### config.mk
export PLATFORM = sky130hd
export DESIGN_NAME = attr_regbank
export DESIGN_NICKNAME = d
export VERILOG_FILES = /design/src/rtl/attr_regbank.sv
export SDC_FILE = /design/constraint.sdc
export NUM_CORES = 1
export LEC_CHECK = 0
export BUFFER_PORTS_ARGS = -buffer_cell sky130_fd_sc_hd__buf_2
export CORE_UTILIZATION = 35
export DETAILED_ROUTE_END_ITERATION = 16
export SETUP_SLACK_MARGIN = 0.15
export SLEW_MARGIN = 20
export SYNTH_ARGS = -nofsm -noshare
export SYNTH_HDL_FRONTEND = slang
export SYNTH_SLANG_ARGS = --single-unit
### constraint.sdc
create_clock -name clk -period 1.69 [get_ports clk]
set_input_delay 0.169 -clock clk [delete_from_list [all_inputs] [get_ports clk]]
set_output_delay 0.169 -clock clk [all_outputs]
set_load 0.005 [all_outputs]
### src/rtl/attr_regbank.sv
module attr_regbank #(
  parameter int DW = 32,
  parameter int AW = 8
) (
  input  logic          clk,
  input  logic          rst_n,
  input  logic          sel,
  input  logic          wr,
  input  logic [AW-1:0] addr,
  input  logic [DW-1:0] wdata,
  output logic [DW-1:0] rdata,
  input  logic [DW-1:0] hw_status,
  input  logic [DW-1:0] evt_set,
  input  logic          rx_load,
  input  logic [DW-1:0] rx_in,
  output logic [DW-1:0] ctrl_q,
  output logic [DW-1:0] irq_q,
  output logic          irq
);
  localparam logic [1:0] W_CTRL = 2'd0, W_STAT = 2'd1, W_FLAG = 2'd2, W_RX = 2'd3;

  logic [DW-1:0] ctrl_r, flag_r, rx_r;
  logic          mapped;
  logic [1:0]    widx;

  assign widx   = addr[3:2];
  assign mapped = (addr[1:0] == 2'b00) && (addr[AW-1:4] == '0);

  logic hit_ctrl_w, hit_flag_w, hit_rx_r;
  assign hit_ctrl_w = sel && wr && mapped && widx == W_CTRL;
  assign hit_flag_w = sel && wr && mapped && widx == W_FLAG;
  assign hit_rx_r   = sel && !wr && mapped && widx == W_RX;

  always_ff @(posedge clk) begin
    if (!rst_n) begin
      ctrl_r <= '0;
      flag_r <= '0;
      rx_r   <= '0;
    end else begin
      if (hit_ctrl_w) ctrl_r <= wdata;
      flag_r <= (flag_r & ~(hit_flag_w ? wdata : '0)) | evt_set;
      if (rx_load)       rx_r <= rx_in;
      else if (hit_rx_r) rx_r <= '0;
    end
  end

  always_comb begin
    rdata = '0;
    if (sel && !wr && mapped) begin
      case (widx)
        W_CTRL:  rdata = ctrl_r;
        W_STAT:  rdata = hw_status;
        W_FLAG:  rdata = flag_r;
        default: rdata = rx_r;
      endcase
    end
  end

  assign ctrl_q = ctrl_r;
  assign irq_q  = flag_r;
  assign irq    = |flag_r;
endmodule

==> impl_metrics.tcl <==
set metrics [dict create \
    postSynthAreaPerCell_um2 9.45 \
    yosysWarningCount 0 \
    timing.final.ws_setup_ns -0.146 \
    dieArea_um2 14400 \
    portBuffers 237 \
    htree_levels 3 \
    hold_violations 0 \
    cts-root-buf "clkbuf_16" \
    period_share 1.09 \
    synth_top_cell_by_area "dfxtp_1" \
    fillers 1252 \
    synth_edf_count 0 \
    clock_latency_ns 0.34 \
    whs_ns 0.0173 \
    grt_pass1_wl_um 26700 \
    violations "setup timing" \
    drive_above_1_share 0.539 \
    first_pass_iters 5 \
    cp.arrival_ns 1.67 \
    finClkSkew_ns 0 \
    ys_ff_latch 96 \
    syn_nets 658 \
    drt-vias-per-instance 5.42 \
    drc 0 \
    synth_ff_type "dfxtp_1" \
    cellPowerDensity_nw_per_um2 727 \
    ir_drop_uv 406 \
    critPathKind "flip-flop to output pin" \
    finalNonFillerCells 957 \
    wl_um 18000 \
    rr_worst_depth 4 \
    vias 5186 \
    finalSetupViolations 1 \
    cts_tree "done" \
    hp-class "primary input to flip-flop" \
    critPathLaunchType "flip-flop" \
    ys_seq_area_frac 0.393 \
    drv_slew 0 \
    area_growth_pct 49.6 \
    clk_path_buf_depth 2 \
    grt_usage 0.245 \
    cp_max_fo 4 \
    status "finished with violations" \
    required_ns 1.52 \
    path_cells "nor4_1, nand4_1, or2_4, buf_6" \
    path_clk_slew_ns 0.07 \
    period_needed_ns 1.84 \
    core_area_um2 13400 \
    drt_iter0_markers 314 \
    min_path_cells 2 \
    grt_max_degree 49 \
    max_stage_delay_ns 0.42 \
    fin_nets 918 \
    synth_top_area_frac 0.393 \
    ys_async_sr_fraction 0 \
    wl_per_cell_um 18.8 \
    synth_area_leaders "dfxtp_1, mux4_2, a31oi_1, nand2_1, mux2i_1" \
    start_util 0.365 \
    synth_commonest_cells "dfxtp_1, nand2_1, a31oi_1" \
    antenna_found_initial 2 \
    synthCells 517 \
    synth_area_um2 4880 \
    dp_cells 907 \
    worst-slew-pin-transition_ns 0.468 \
    grt_pass1_vias 5077 \
    cts_buffers 9 \
    synth_cell_type_count 25 \
    cts_sinks 96 \
    rsz0062_at_grt "true" \
    routabilityCongestion 0.835 \
    slew_headroom 0.688 \
    place_hpwl_um 12400 \
    num_io_pins 238 \
    critPathCaptureType "output pin" \
    rows 42 \
    drtAntennaViolNets 0 \
    maxCapViolations 0 \
    grt_overflow_total 0 \
    die_x_um 120 \
    fmax_mhz 545 \
    die_h_um 120 \
    p_leak_nw 3.57 \
    critPathSlowestCell "nor4_1" \
]
-- cell families after synthesis --
| logic type | after synthesis | share of synthesized area |
|---|---|---|
| simple gates | 149 | 0.149 |
| flops | 96 | 0.393 |
| compound gates | 128 | 0.164 |
| mux | 64 | 0.213 |
| buf+inv | 80 | 0.0809 |
-- cell type report --
class,instances,area [um^2],share of cell area
diodes,2,5.00,0.000685
clock buffers,12,246,0.0337
clock inverters,1,30.0,0.00411
inverters,32,120,0.0164
multi-input cells,341,2680,0.367
flip-flops and latches,96,2020,0.276
well taps,176,220,0.0301
repair buffers,297,1990,0.272
-- layout by cell type (no fill, tap or decap), types with 4 or more instances in the layout --
cell type	synthesis	layout
a22oi_1	32	32
a31oi_1	64	64
and2_1	34	7
and2_4	0	25
buf_12	0	7
buf_2	19	210
buf_4	3	36
buf_6	8	29
clkbuf_16	0	11
dfxtp_1	96	42
dfxtp_2	0	43
dfxtp_4	0	11
dlygate4sd3_1	0	11
inv_1	32	32
mux2i_1	32	32
mux4_2	32	32
nand2_1	96	96
nor4_1	8	4
nor4_2	0	4
o21ai_0	32	32
-- worst max-delay path, delay by kind of cell (launching register included) --
family / cells / cell delay, ns
buffers and inverters: 1 / 0.11
flip-flops: 1 / 0.34
AND/OR/NAND/NOR: 3 / 0.86
-- power breakdown --
group	switching, mW	internal, mW
sequential	0.0906	2.37
clock	0.850	1.17
combinational	0.388	0.450
total	1.33	3.99
-- sequential cells by signal (all words and copies together) (netlist names) --
| signal | count |
|---|---|
| rx_r | 32 |
| ctrl_q | 32 |
| irq_q | 32 |
-- metrics by stage --
stage,utilization,setup slack [ns],TNS [ns],power [mW],area [um^2]
floorplan,-,0.325,0,2.85,4880
global placement,0.471,0.0920,0,3.23,6310
detailed placement,0.471,0.0504,0,3.25,6310
CTS,0.527,-0.175,-0.177,5.33,7060
global route,0.545,-0.191,-0.254,5.54,7310
finish,0.545,-0.146,-0.146,5.32,7310
-- worst paths after layout --
kind / start / end / slack, ns
max: irq_q[23]$_SDFF_PN0_ / irq / -0.15
min: wdata[2] / irq_q[2]$_SDFF_PN0_ / 0.02
max reg2reg: irq_q[0]$_SDFF_PN0_ / irq_q[0]$_SDFF_PN0_ / 0.73
min reg2reg: ctrl_q[11]$_SDFFE_PN0P_ / ctrl_q[11]$_SDFFE_PN0P_ / 0.47
-- what timing repair did --
action                                 CTS  global route
setup buffers                           12             9
endpoints found under the hold margin   11             0
hold buffers                            11             0
setup endpoints to repair               33            33
resized for setup                       93            35
pin swaps                               25             8
cloned                                   1             2
-- layer usage --
layer,GRT usage,vias to the layer above,wire length (um)
met5,0,-,0
met4,0.120,0,471
met3,0.0466,33,1250
met2,0.418,251,8940
met1,0.292,2505,7320
li1,-,2397,-
Power figures use the tool's default switching activity.
